--- src/rtl/flash_wr_seq.sv ---
module flash_wr_seq #(
  parameter int CLK_NS       = 4,
  parameter int DENSITY_MBIT = 32,
  parameter int AW           = 24,
  parameter int DW           = 16,
  parameter int T_WP_NS      = 60,
  parameter int T_AS_NS      = 55,
  parameter int T_DS_NS      = 50,
  parameter int T_WPH_NS     = 30,
  parameter int T_WRR_NS     = 35,
  parameter int T_STS_NS     = 500,
  parameter int T_RD_NS      = 75,
  parameter int TMO_CYC      = 2000
) (
  input  logic          clk,
  input  logic          rst_n,
  input  logic          req_valid,
  output logic          req_ready,
  input  logic          req_write,
  input  logic [AW-1:0] req_addr,
  input  logic [DW-1:0] req_wdata,
  output logic          rsp_valid,
  output logic [DW-1:0] rsp_rdata,
  output logic [3:0]    rsp_err,
  output logic          rsp_timeout,
  output logic [AW-1:0] fl_addr,
  output logic [DW-1:0] fl_dq_out,
  output logic          fl_dq_oe,
  input  logic [DW-1:0] fl_dq_in,
  output logic          fl_ce_n,
  output logic          fl_we_n,
  output logic          fl_oe_n,
  output logic          fl_rp_n,
  output logic          fl_vpen,
  input  logic          fl_sts
);

  function automatic int ns2cyc(input int ns);
    int c;
    c = (ns + CLK_NS - 1) / CLK_NS;
    return (c < 1) ? 1 : c;
  endfunction

  function automatic int imax(input int a, input int b);
    return (a > b) ? a : b;
  endfunction

  localparam int RPH_NS = (DENSITY_MBIT >= 128) ? 210 : (DENSITY_MBIT >= 64) ? 180 : 150;
  localparam int RPH_I  = ns2cyc(RPH_NS);
  localparam int LOW_I  = imax(ns2cyc(T_WP_NS), imax(ns2cyc(T_AS_NS), ns2cyc(T_DS_NS)));
  localparam int GAP_I  = imax(ns2cyc(T_WPH_NS), ns2cyc(T_WRR_NS));
  localparam int STS_I  = imax(ns2cyc(T_STS_NS), GAP_I);
  localparam int RD_I   = ns2cyc(T_RD_NS);
  localparam int CW     = $clog2(TMO_CYC + STS_I + RPH_I + LOW_I + RD_I + 2) + 1;

  localparam logic [CW-1:0] ONE   = CW'(1);
  localparam logic [CW-1:0] RPH_C = CW'(RPH_I);
  localparam logic [CW-1:0] LOW_C = CW'(LOW_I);
  localparam logic [CW-1:0] GAP_C = CW'(GAP_I);
  localparam logic [CW-1:0] STS_C = CW'(STS_I);
  localparam logic [CW-1:0] RD_C  = CW'(RD_I);
  localparam logic [CW-1:0] TMO_C = CW'(TMO_CYC);

  typedef enum logic [2:0] {RECOV, IDLE, WLOW, STSW, RDLOW} st_t;

  st_t           st;
  logic [CW-1:0] cnt, gap;
  logic          busy_seen, poll;
  logic [3:0]    sr_err;

  assign req_ready = (st == IDLE) && (gap == '0);
  assign sr_err    = {fl_dq_in[5], fl_dq_in[4], fl_dq_in[3], fl_dq_in[1]};

  always_ff @(posedge clk or negedge rst_n) begin
    if (!rst_n) begin
      st <= RECOV;  cnt <= RPH_C;  gap <= '0;
      busy_seen <= 1'b0;  poll <= 1'b0;
      fl_addr <= '0;  fl_dq_out <= '0;  fl_dq_oe <= 1'b0;
      fl_ce_n <= 1'b1;  fl_we_n <= 1'b1;  fl_oe_n <= 1'b1;
      fl_rp_n <= 1'b0;  fl_vpen <= 1'b0;
      rsp_valid <= 1'b0;  rsp_rdata <= '0;  rsp_err <= '0;  rsp_timeout <= 1'b0;
    end else begin
      fl_rp_n   <= 1'b1;
      rsp_valid <= 1'b0;
      if (gap != '0) gap <= gap - 1'b1;
      case (st)
        RECOV: if (cnt <= ONE) st <= IDLE; else cnt <= cnt - 1'b1;
        IDLE: if (req_valid && req_ready) begin
          fl_addr <= req_addr;
          fl_ce_n <= 1'b0;
          poll    <= 1'b0;
          if (req_write) begin
            fl_we_n <= 1'b0;  fl_dq_oe <= 1'b1;  fl_dq_out <= req_wdata;  fl_vpen <= 1'b1;
            cnt <= LOW_C;  st <= WLOW;
          end else begin
            fl_oe_n <= 1'b0;  cnt <= RD_C;  st <= RDLOW;
          end
        end
        WLOW: if (cnt <= ONE) begin
          fl_we_n <= 1'b1;  fl_ce_n <= 1'b1;  fl_dq_oe <= 1'b0;
          cnt <= '0;  busy_seen <= 1'b0;  gap <= GAP_C;  st <= STSW;
        end else cnt <= cnt - 1'b1;
        STSW: begin
          cnt <= cnt + 1'b1;
          if (!fl_sts) busy_seen <= 1'b1;
          if (cnt >= STS_C && busy_seen && fl_sts) begin
            fl_ce_n <= 1'b0;  fl_oe_n <= 1'b0;  poll <= 1'b1;  cnt <= RD_C;  st <= RDLOW;
          end else if (cnt >= TMO_C) begin
            rsp_valid <= 1'b1;  rsp_timeout <= 1'b1;  rsp_err <= '0;  rsp_rdata <= '0;
            st <= IDLE;
          end
        end
        RDLOW: if (cnt <= ONE) begin
          fl_oe_n <= 1'b1;  fl_ce_n <= 1'b1;
          rsp_valid <= 1'b1;  rsp_rdata <= fl_dq_in;  rsp_timeout <= 1'b0;
          rsp_err <= poll ? sr_err : 4'b0;
          if (poll && sr_err == 4'b0) fl_vpen <= 1'b0;
          gap <= GAP_C;  st <= IDLE;
        end else cnt <= cnt - 1'b1;
        default: st <= IDLE;
      endcase
    end
  end

  logic [CW-1:0] a_rp, a_wlo, a_hi, a_wend;
  logic          strobe_idle;
  assign strobe_idle = fl_we_n && fl_oe_n;

  always_ff @(posedge clk or negedge rst_n) begin
    if (!rst_n) begin
      a_rp <= '0;  a_wlo <= '0;  a_hi <= '1;  a_wend <= '0;
    end else begin
      if (fl_rp_n && a_rp != '1) a_rp <= a_rp + 1'b1;
      a_wlo <= fl_we_n ? '0 : a_wlo + 1'b1;
      if (!strobe_idle) a_hi <= '0; else if (a_hi != '1) a_hi <= a_hi + 1'b1;
      if (!fl_we_n) a_wend <= '0; else if (a_wend != '1) a_wend <= a_wend + 1'b1;
    end
  end

  assert_rp_recovery_R1: assert property (@(posedge clk) disable iff (!rst_n)
    ($fell(fl_we_n) || $fell(fl_oe_n)) |-> a_rp >= RPH_C) else $error("reset recovery short");
  assert_pulse_width_R2: assert property (@(posedge clk) disable iff (!rst_n)
    $rose(fl_we_n) |-> a_wlo >= LOW_C) else $error("write pulse short");
  assert_pulse_qual_R2: assert property (@(posedge clk) disable iff (!rst_n)
    !fl_we_n |-> (!fl_ce_n && fl_dq_oe && fl_vpen)) else $error("pulse qualifiers");
  assert_pulse_stable_R2: assert property (@(posedge clk) disable iff (!rst_n)
    (!fl_we_n && $past(!fl_we_n)) |-> ($stable(fl_addr) && $stable(fl_dq_out))) else $error("addr/data moved");
  assert_strobe_gap_R3: assert property (@(posedge clk) disable iff (!rst_n)
    $fell(strobe_idle) |-> a_hi >= GAP_C) else $error("strobe gap short");
  assert_sts_window_R4: assert property (@(posedge clk) disable iff (!rst_n)
    ($fell(fl_oe_n) && poll) |-> a_wend > STS_C) else $error("poll too early");
  assert_tmo_nopoll_R5: assert property (@(posedge clk) disable iff (!rst_n)
    (rsp_valid && rsp_timeout) |-> (fl_oe_n && fl_vpen)) else $error("timeout state");
  assert_vpen_drop_R7: assert property (@(posedge clk) disable iff (!rst_n)
    $fell(fl_vpen) |-> ($rose(fl_oe_n) && rsp_valid && rsp_err == 4'b0)) else $error("vpen dropped early");
  assert_ready_quiet_R9: assert property (@(posedge clk) disable iff (!rst_n)
    req_ready |-> (strobe_idle && fl_rp_n)) else $error("ready while busy");
  assert_no_overlap_R10: assert property (@(posedge clk) disable iff (!rst_n)
    !(!fl_we_n && !fl_oe_n)) else $error("strobes overlap");

endmodule

--- config.mk ---
export PLATFORM = sky130hd
export DESIGN_NAME = flash_wr_seq
export DESIGN_NICKNAME = d
export VERILOG_FILES = /design/src/rtl/flash_wr_seq.sv
export SDC_FILE = /design/constraint.sdc
export NUM_CORES = 1
export LEC_CHECK = 0
export BUFFER_PORTS_ARGS = -buffer_cell sky130_fd_sc_hd__buf_2
export CAP_MARGIN = 0
export CORE_ASPECT_RATIO = 1.4
export CORE_MARGIN = 3
export CORE_UTILIZATION = 57
export DETAILED_ROUTE_END_ITERATION = 7
export PLACE_DENSITY = 0.86
export SLEW_MARGIN = 20
export SYNTH_ARGS = -nofsm -noshare
export SYNTH_HDL_FRONTEND = slang
export SYNTH_SLANG_ARGS = --single-unit
--- constraint.sdc ---
create_clock -name clk -period 7 [get_ports clk]
set_clock_uncertainty 0.1 [all_clocks]
set_input_delay 1.4 -clock clk [delete_from_list [all_inputs] [get_ports clk]]
set_output_delay 1.4 -clock clk [all_outputs]
set_load 0.02 [all_outputs]
Word-level counts from Yosys, hierarchy flattened --
Index checks and enable logic that the tools add are counted.
Word-level totals: input bits 61, RAM bits 0, bits in read-only memories 0, memories kept 0, latch bits 0, register bits 99
Operators by class: reductions and logical operators 30, $add $sub $neg 3, div/mod/pow operators 0, $mul 0, muxes and demuxes 53, bitwise operators 0, equality and inequality tests 18, order comparisons 3, shifts and indexed selects 0
Operators by type and width (count):
- 2-to-1 mux 13 bit | 7
- case mux 13 bit (4 select lines) | 1
- 2-to-1 mux 16 bit | 3
- case mux 16 bit (2 select lines) | 1
- subtractor 13 x 1 -> 13 bit, second input constant | 2
- inequality test 2 bit, second input constant | 10
- 2-to-1 mux 1 bit | 19
- 2-to-1 mux 3 bit | 6
- 2-to-1 mux 4 bit | 4
- AND reduction 4 bit | 4
- case mux 1 bit (2 select lines) | 7
- adder 13 x 1 -> 13 bit, second input constant | 1
- >= comparator 13 x 11 -> 1 bit, second input constant | 1
- >= comparator 13 x 7 -> 1 bit, second input constant | 1
- less-or-equal comparator 13 x 1 -> 1 bit, second input constant | 1
- zero test 13 bit | 1
- nonzero test 13 bit | 1
- case mux 3 bit (4 select lines) | 1
- AND reduction 3 bit | 4
- AND reduction 5 bit | 2
- nonzero test 2 bit | 5
- case mux 4 bit (2 select lines) | 1
- equality test 3 x 2 -> 1 bit, second input constant | 2
- inequality test 2 x 1 -> 1 bit, second input constant | 3
- other kinds (12) | 19

Logic depth before layout (Yosys ltp) --
Gate-level depths: netlist of the first run.
depth in word-level cells 5, mapped depth 9, gate-level depth less buffers 8

Worst setup path before layout of the first run --
No wires, ideal clock.
path type register to output, from reg gap[0], to out req_ready, arrival time 1.572 ns, path slack 3.928 ns, path buffers 0, cell stages (with the launch flop) 6, cell sequence dfrtp_1 > inv_1 > ha_1 > nor4b_2 > nand4b_1 > nor2_1
Between the ends: longest elaborated chain between the ends 2
RTL lines:
- start: declaration | RTL line 67 | logic [CW-1:0] cnt, gap;
- start signal: assignment | RTL line 85 | if (gap != '0) gap <= gap - 1'b1;
- zero test 13 bit | RTL line 71 | assign req_ready = (st == IDLE) && (gap == '0);
- logical AND 1 bit | RTL line 71
- end: declaration | RTL line 18 | output logic req_ready,
No other way between the ends.

Worst setup path after layout of the first run --
Same ends and word-level chain as after synthesis.

==> run_results.csv, run 1 <==
group,metric,value,unit
clock_tree,post_cts_buffers,0,
floorplan,die_y,115,um
detailed_routing,drtIter0Drc,370,
job,max-cap-violations,0,
yosys,synth_area_per_cell,11.3,um2
sta,fmax,271,MHz
detailed_routing,drc,0,
cells_and_area,final_layout_size_suffix_gt1_share,37.6,%
global_routing,grt_pass1_vias,4075,
clock_tree,clk_pin_slew,0.07,ns
cells_and_area,n_antenna_cell,0,
cells_and_area,finalNetCount,611,
worst_setup_path,crit_slowest_cell,"dfrtp_1",
sta,relSlewSlack,18.6,%
sta,setup_tns,0,ns
cells_and_area,area_growth,19.4,%
floorplan,coreArea,8200,um2
sta,setup_viol,0,
yosys,synth_nets,490,
floorplan,initial_core_util,58.6,%
place,port_buffers,129,
place,routabilityCongestion,0.921,
clock_tree,cts-root-buf,"clkbuf_16",
detailed_routing,wl,12000,um
clock_tree,clk_path_buf_depth,2,
yosys,synth_edf_count,0,
min_path,hp-class,"flip-flop to flip-flop",
global_routing,antenna_found_initial,0,
global_routing,grt_max_degree,85,
yosys,synth_area,4800,um2
floorplan,rows,39,
floorplan,io_pins,130,
clock_tree,ctsHtreeMaxLevel,3,
floorplan,fp.dieArea,9580,um2
power,cellLeakagePower,2.84,nW
sta,hold_viol_final,0,
sta,rsz0062_at_grt,"false",
yosys,synth_seq_cells,99,
worst_setup_path,critical_path_class,"flip-flop to output pin",
yosys,yosysWarnings,0,
detailed_routing,wl_per_cell,18.5,um
worst_setup_path,end_kind,"output pin",
clock_tree,cts_made_buffers,9,
sta,min_period,3.68,ns
sta,drv_slew,0,
worst_setup_path,path_cells,"inv_1 > ha_1 > nor4b_2 > nand4b_1 > nor2_1 > buf_2",
detailed_routing,firstDrtPassIters,6,
yosys,netlist_instances,424,
power,peakVddDrop,0.253,mV
detailed_routing,via_per_inst,6.04,
cells_and_area,nFillCells,578,
yosys,synthArstFlopShare,100,%
clock_tree,numClockSinks,99,
global_routing,grtUsageTotal,25.6,%
worst_setup_path,slowest_delay,0.41,ns
sta,min_period_over_period,52.6,%
status,status,"completed",
worst_setup_path,required,5.50,ns
global_routing,grt_overflow,0,
detailed_routing,ant_nets,0,
global_routing,grt_pass1_wl,19700,um
clock_tree,clk_latency,0.34,ns
yosys,yosysSeqAreaShare,51.7,%
yosys,synth_cell_types,66,
detailed_routing,num_vias,3929,
yosys,synth_ff_type,"dfrtp_1",
place,hpwl,8420,um
power,finalPower,1.96,mW
power,power_density,342,nW/um2
sta,worstMarginPinSlew,1.21,ns
clock_tree,postCtsResizedCells,0,
clock_tree,holdBufCountCts,0,
worst_setup_path,start_kind,"flip-flop",
floorplan,die-width,83.6,um
worst_setup_path,worstPathArrival,2.18,ns
worst_setup_path,crit_fanout,9,
clock_tree,cts_tree,"done",
==> report_power, final <==
group          internal, mW  switching [mW]
logic                 0.266           0.359
clock network         0.238           0.206
registers             0.722           0.168
total                  1.23           0.733
==> cell type report <==
cell class	count	area [um2]	area share, %
Timing Repair Buffer	134	689	12.0
Inverter	12	45.0	0.785
Tap cell	102	128	2.22
Sequential cell	99	2480	43.3
Multi-Input combinational cell	289	2130	37.2
Clock inverter	4	28.8	0.502
Clock buffer	10	229	3.99
==> metal layers <==
layer  vias up  global-route usage (%)  part of all wire (%)
li1       1781                       -                     -
met4         0                    13.8                   3.6
met2       192                    43.0                    51
met1      1918                    30.5                    38
met3        38                    5.83                   7.4
met5         -                       0                     0
==> worst max-delay path, delay by kind of cell (launching register included) <==
| kind | cells | cell delay [ns] |
|---|---|---|
| simple gates | 3 | 0.93 |
| flops | 1 | 0.41 |
| buf+inv | 2 | 0.27 |
| fa+ha+maj | 1 | 0.24 |
==> logic make-up after synthesis <==
family                   Yosys count  share of synthesized area, %
multiplexers                      43                          10.6
AO/OA/AOI/OAI                    104                          16.0
adder cells (fa/ha/maj)            5                          1.30
AND/OR/NAND/NOR                  118                          13.1
buffers and inverters             36                          3.91
XOR/XNOR                          18                          3.28
other                              1                        0.0781
flip-flops                        99                          51.7
==> placed cells by master, fill, tap and decap left out, types with 7 or more instances in the layout <==
cell,n
buf_2,128
dfrtp_1,93
nor2_1,38
mux2_2,33
nand2_1,23
o21ai_0,22
a22o_1,17
a21oi_1,16
inv_1,12
xnor2_1,12
nor3_1,11
clkbuf_16,9
mux2_4,7
==> cell usage after synthesis, drive strengths merged, types with 6 or more instances <==
cell,number,area (um2)
dfrtp,93,2330
inv,12,45.0
nand2,24,97.6
a21oi,16,80.1
o21ai,23,115
clkbuf,7,26.3
a22o,17,149
xor2,6,52.6
nor4,7,73.8
nor3,12,65.1
dfstp,6,158
nand3,6,30.0
xnor2,12,105
mux2,41,488
buf,17,116
nor2,38,143
==> stage by stage <==
stage          hold slack, ns  instances  util (%)  cell area, um2  setup WS [ns]
4_1_cts                 0.392        650      69.9            5730           3.32
3_3_place_gp            0.373        636      66.8            5470           3.30
3_5_place_dp            0.377        636      66.8            5470           3.20
2_1_floorplan           0.381        424         -            4800           3.93
6_report                0.388        650      70.0            5740           3.32
5_1_grt                 0.407        650      70.0            5740           3.13
==> path summary, 6_finish.rpt <==
path | from | endpoint | slack [ns] | depth (start not counted)
max | gap[0] | req_ready | 3.32 | 6
min | rsp_err[0] | rsp_err[0] | 0.39 | 1
max reg2reg | cnt[4] | cnt[3] | 4.13 | 6
min reg2reg | rsp_err[0] | rsp_err[0] | 0.39 | 1
max in group asynchronous | rst_n | rsp_valid | 5.01 | 2
min in group asynchronous | rst_n | fl_addr[8] | 0.81 | 1
==> sequential cells by signal (all words and copies together) (netlist names), 3 cells and up <==
name and cells:
cnt 13, st 3, fl_addr 24, rsp_rdata 16
gap 13, fl_dq_out 16, rsp_err 4
(Power assumes the default switching activity.)
==> inputs of run 2 (changes only) <==
Settings changed: CORE_UTILIZATION 57 to 48, PLACE_DENSITY 0.86 to 0.77.
Clock period 7 ns to 3.3 ns, I/O delays scaled along.
==> run 2 against run 1 <==
  * Total power increased by 110%
  * Wire length decreased by 5.0%
  * Flip-flop and latch count unchanged
  * Die area increased by 18%
  * Worst setup slack got worse by 2.9 ns
  * Via count decreased by 1.2%
  * Cell area increased by 2.1%
  * Clock-buffer cell count unchanged
  * Critical path type unchanged
  * Largest cell class unchanged
  * Largest power group unchanged
==> run_results.csv, run 2 (same netlist as run 1, synthesis figures left out) <==
group,metric,value,unit
global_routing,grt_overflow,0,
floorplan,initial_core_util,49.9,%
min_path,hp-class,"primary input to asynchronous set/reset pin",
worst_setup_path,crit_slowest_cell,"dfrtp_1",
worst_setup_path,path_delay_family,"simple AND/OR/NAND/NOR gates",
worst_setup_path,end_kind,"output pin",
power,p_comb_share,31.1,%
floorplan,die-width,90.5,um
detailed_routing,wl_met2,5800,um
worst_setup_path,critPathBufInv,2,
floorplan,coreArea,9620,um2
floorplan,fp.dieArea,11300,um2
place,hpwl,8350,um
clock_tree,holdBufCountCts,0,
cells_and_area,design_area,5860,um2
sta,holdWs,0.248,ns
sta,setup_tns,0,ns
clock_tree,post_cts_buffers,0,
place,port_buffers,129,
power,power_density,717,nW/um2
worst_setup_path,crit_fanout,9,
floorplan,die_y,124,um
clock_tree,cts_tree,"done",
place,placed_cell_area,5560,um2
detailed_routing,wl_met1,4570,um
cells_and_area,nFillCells,805,
detailed_routing,highest_layer,"met5",
worst_setup_path,start_kind,"flip-flop",
global_routing,grt_pass1_wl,19100,um
cells_and_area,final_layout_size_suffix_gt1_share,38.4,%
sta,relSlewSlack,50.9,%
sta,min_period_over_period,86.0,%
cells_and_area,utilization,60.9,%
cells_and_area,final_cell_mix,"128 x buf_2, 93 x dfrtp_1, 38 x nor2_1, 33 x mux2_2, 23 x nand2_1",
place,routabilityCongestion,0.859,
cells_and_area,largest_reg_flops,24,
power,power.share.sequential,44.6,%
clock_tree,ctsHtreeMaxLevel,3,
global_routing,grtUsageTotal,20.7,%
sta,hold_viol_final,0,
floorplan,io_pins,130,
clock_tree,cts_made_buffers,9,
clock_tree,clk_pin_slew,0.07,ns
power,cellLeakagePower,2.88,nW
worst_setup_path,slowest_delay,0.40,ns
detailed_routing,ant_nets,0,
global_routing,grt_max_degree,52,
detailed_routing,drtIter0Drc,265,
clock_tree,numClockSinks,99,
worst_setup_path,path_cells,"inv_1 > ha_1 > nor4b_2 > nand4b_1 > nor2_1 > buf_2",
status,status,"completed",
global_routing,grt_pass1_vias,3949,
sta,fmax,353,MHz
clock_tree,clk_latency,0.34,ns
floorplan,rows,42,
sta,worstMarginPinSlew,0.731,ns
worst_setup_path,worstPathArrival,2.08,ns
global_routing,antenna_found_initial,1,
sta,drv_slew,0,
power,peakVddDrop,0.453,mV
sta,setup_viol,0,
clock_tree,clk_path_buf_depth,2,
worst_setup_path,required,2.54,ns
sta,rsz0062_at_grt,"false",
cells_and_area,top_regs,"fl_addr x24, fl_dq_out x16, rsp_rdata x16",
cells_and_area,finalNetCount,616,
power,p_sw,1.55,mW
job,max-cap-violations,0,
clock_tree,cts-root-buf,"clkbuf_16",
power,power.internal,2.65,mW
clock_tree,postCtsResizedCells,0,
power,switching_share,36.9,%
cells_and_area,n_antenna_cell,0,
detailed_routing,dr_wl_met3,734,um
cells_and_area,final_common_cell,"buf_2",
detailed_routing,firstDrtPassIters,5,
power,power.share.clock,24.2,%
detailed_routing,wl,11400,um
cells_and_area,area_growth,21.9,%
sta,min_period,2.84,ns
detailed_routing,via_per_inst,5.65,
cells_and_area,largest-register,"fl_addr",
detailed_routing,drc,0,
detailed_routing,num_vias,3881,
worst_setup_path,critical_path_class,"flip-flop to output pin",
detailed_routing,wl_per_cell,16.6,um
run 2: cell count changes in the layout (fill, tap and decap cells not counted):
cell      delta
clkbuf_8     +1
inv_8        +2
clkinv_2     -1
and2b_1      +1
and2b_2      -1
buf_4        +5
buf_12       +1
buf_6        -1
clkbuf_1     -1
clkinv_4     +1
run 2: area by class of cell:
| type | count | area, um2 | area share (%) |
|---|---|---|---|
| flip-flops and latches | 99 | 2480 | 42.4 |
| multi-input cells | 289 | 2130 | 36.4 |
| repair buffers | 139 | 736 | 12.6 |
| clock buffers | 10 | 239 | 4.08 |
| well taps | 132 | 165 | 2.82 |
| clock inverters | 6 | 55.1 | 0.940 |
| inverters | 12 | 45.0 | 0.769 |
run 2: path summary, 6_finish.rpt:
path	startpoint	to	slack [ns]	depth (start not counted)
max	gap[0]	req_ready	0.46	6
min	rst_n	fl_dq_out[12]	0.25	1
max reg2reg	cnt[1]	st[2]	0.59	7
min reg2reg	rsp_err[1]	rsp_err[1]	0.39	1
max in group asynchronous	rst_n	fl_we_n	2.10	2
min in group clk	rsp_err[1]	rsp_err[1]	0.39	1
run 2: per-layer routing:
metal  GRT usage [%]  vias up
met5               0        -
met4            7.75        2
met3            4.83       30
met2            34.7      148
met1            25.7     1903
li1                -     1798
run 2: power groups by stage:
stage | Clock, mW | Sequential (mW) | Combinational [mW]
after floorplan | 0 | 1.95 | 0.827
after global placement | 0 | 1.87 | 1.28
after detailed placement | 0 | 1.89 | 1.31
after CTS | 1.05 | 1.87 | 1.31
after global routing | 1.10 | 1.92 | 1.44
final | 1.02 | 1.87 | 1.31
run 2: through the flow:
stage                     power [mW]  worst slack, ns  std cells
after floorplan                 2.78            0.806        424
after global placement          3.15            0.647        671
after detailed placement        3.19            0.618        671
after CTS                       4.23            0.459        687
after global routing            4.46            0.301        687
final                           4.20            0.463        687
==> inputs of run 3 (changes only) <==
Settings changed: PLACE_DENSITY 0.77 to 0.86.
==> run 3 against run 2 <==
  * Flip-flop and latch count is the same
  * Global-route usage rose by 0.66 points
  * Cell count up 0.15%
  * Largest power group unchanged
  * Sequential share of layout area about the same
  * Critical path type unchanged
  * Die area did not move
  * Worst setup slack worse by 0.034 ns
==> run_results.csv, run 3 (same netlist as run 1, synthesis figures left out) <==
group,metric,value,unit
clock_tree,cts_tree,"done",
cells_and_area,n_antenna_cell,0,
global_routing,grt_pass1_vias,4100,
worst_setup_path,start_kind,"flip-flop",
sta,rsz0062_at_grt,"false",
floorplan,io_pins,130,
detailed_routing,ant_nets,0,
clock_tree,cts-root-buf,"clkbuf_16",
detailed_routing,firstDrtPassIters,7,
worst_setup_path,crit_fanout,9,
floorplan,fp.dieArea,11300,um2
sta,worstMarginPinSlew,0.780,ns
sta,hold_viol_final,0,
power,finalPower,4.20,mW
floorplan,initial_core_util,49.9,%
place,hpwl,8700,um
detailed_routing,num_vias,3861,
clock_tree,clk_pin_slew,0.07,ns
cells_and_area,nFillCells,788,
worst_setup_path,worstPathArrival,2.11,ns
cells_and_area,largest_reg_flops,24,
place,port_buffers,129,
cells_and_area,final_common_cell,"buf_2",
floorplan,rows,42,
sta,setup_tns,0,ns
cells_and_area,final_cell_mix,"128 x buf_2, 93 x dfrtp_1, 38 x nor2_1, 33 x mux2_2, 23 x nand2_1",
sta,min_period_over_period,87.0,%
job,max-cap-violations,0,
sta,setup_viol,0,
worst_setup_path,critical_path_class,"flip-flop to output pin",
global_routing,grt_overflow,0,
clock_tree,postCtsResizedCells,0,
global_routing,grtUsageTotal,21.3,%
cells_and_area,finalNetCount,617,
clock_tree,ctsHtreeMaxLevel,3,
worst_setup_path,critPathCapture,"req_ready",
sta,relSlewSlack,47.6,%
power,power_density,717,nW/um2
floorplan,coreArea,9620,um2
worst_setup_path,reg2reg_slack,0.55,ns
sta,drv_slew,0,
power,cellLeakagePower,2.88,nW
global_routing,grt_max_degree,55,
worst_setup_path,reg2regPathDepth,7,
clock_tree,numClockSinks,99,
power,peakVddDrop,0.402,mV
worst_setup_path,required,2.54,ns
clock_tree,post_cts_buffers,0,
floorplan,die-width,90.5,um
cells_and_area,largest-register,"fl_addr",
detailed_routing,wl,11800,um
detailed_routing,via_per_inst,5.61,
floorplan,die_y,124,um
cells_and_area,top_regs,"fl_addr x24, fl_dq_out x16, rsp_rdata x16",
global_routing,antenna_found_initial,0,
cells_and_area,area_growth,22.0,%
worst_setup_path,startpoint,"gap[0]",
clock_tree,clk_latency,0.35,ns
clock_tree,holdBufCountCts,0,
clock_tree,clk_path_buf_depth,2,
cells_and_area,final_layout_size_suffix_gt1_share,38.3,%
sta,fmax,348,MHz
global_routing,grt_pass1_wl,19600,um
status,status,"completed",
place,routabilityCongestion,0.915,
clock_tree,cts_made_buffers,9,
min_path,hp-class,"primary input to asynchronous set/reset pin",
sta,min_period,2.87,ns
detailed_routing,drc,0,
detailed_routing,drtIter0Drc,383,
worst_setup_path,r2r_end,"st[2]",
worst_setup_path,r2r_start,"cnt[1]",
detailed_routing,wl_per_cell,17.2,um
worst_setup_path,end_kind,"output pin",
run 3: cell types whose count changed in the layout (fill, tap and decap cells not counted), sizes merged:
cell,previous run,this run
clkinv,1,2
buf,139,140
inv,15,14
run 3: stage by stage:
| stage | cell area (um2) | utilization [%] | setup WS (ns) | hold WS, ns | std cells |
|---|---|---|---|---|---|
| floorplan | 4800 | - | 0.806 | 0.264 | 424 |
| global placement | 5580 | 58.0 | 0.647 | 0.371 | 672 |
| detailed placement | 5580 | 58.0 | 0.575 | 0.379 | 672 |
| CTS | 5860 | 60.9 | 0.428 | 0.290 | 688 |
| global route | 5860 | 60.9 | 0.260 | 0.308 | 688 |
| finish | 5860 | 60.9 | 0.430 | 0.258 | 688 |
run 3: report_power, final:
part           leakage (nW)  internal (mW)  switching (mW)
Clock                 0.131          0.520           0.475
Combinational          1.49          0.571           0.749
Sequential             1.26           1.53           0.355
run 3: worst max-delay path: stages (launching register included):
cell	delay, ns
dfrtp_1	0.40
inv_1	0.06
ha_1	0.21
nor4b_2	0.29
nand4b_1	0.37
nor2_1	0.24
buf_2	0.19
run 3: final cells by class:
| type | count | area [um2] | area share (%) |
|---|---|---|---|
| clock buffers | 10 | 229 | 3.91 |
| clock inverters | 6 | 48.8 | 0.833 |
| inverters | 12 | 45.0 | 0.769 |
| multi-input cells | 289 | 2130 | 36.4 |
| flip-flops and latches | 99 | 2480 | 42.4 |
| well taps | 132 | 165 | 2.82 |
| repair buffers | 140 | 756 | 12.9 |
run 3: worst min path at each step:
stage | to | cells after the start
after floorplan | busy_seen | 0
after global placement | rsp_err[2] | 1
after detailed placement | rsp_rdata[4] | 1
after CTS | cnt[8] | 1
after global routing | fl_dq_out[8] | 1
final | cnt[8] | 1
run 3: layer usage:
layer  share of wire [%]  routed length [um]  global-route usage (%)
met1                  40                4720                    25.0
met2                  52                6100                    36.6
met3                 5.8                 683                    4.83
met4                 2.6                 313                    10.4
met5                   0                   0                       0
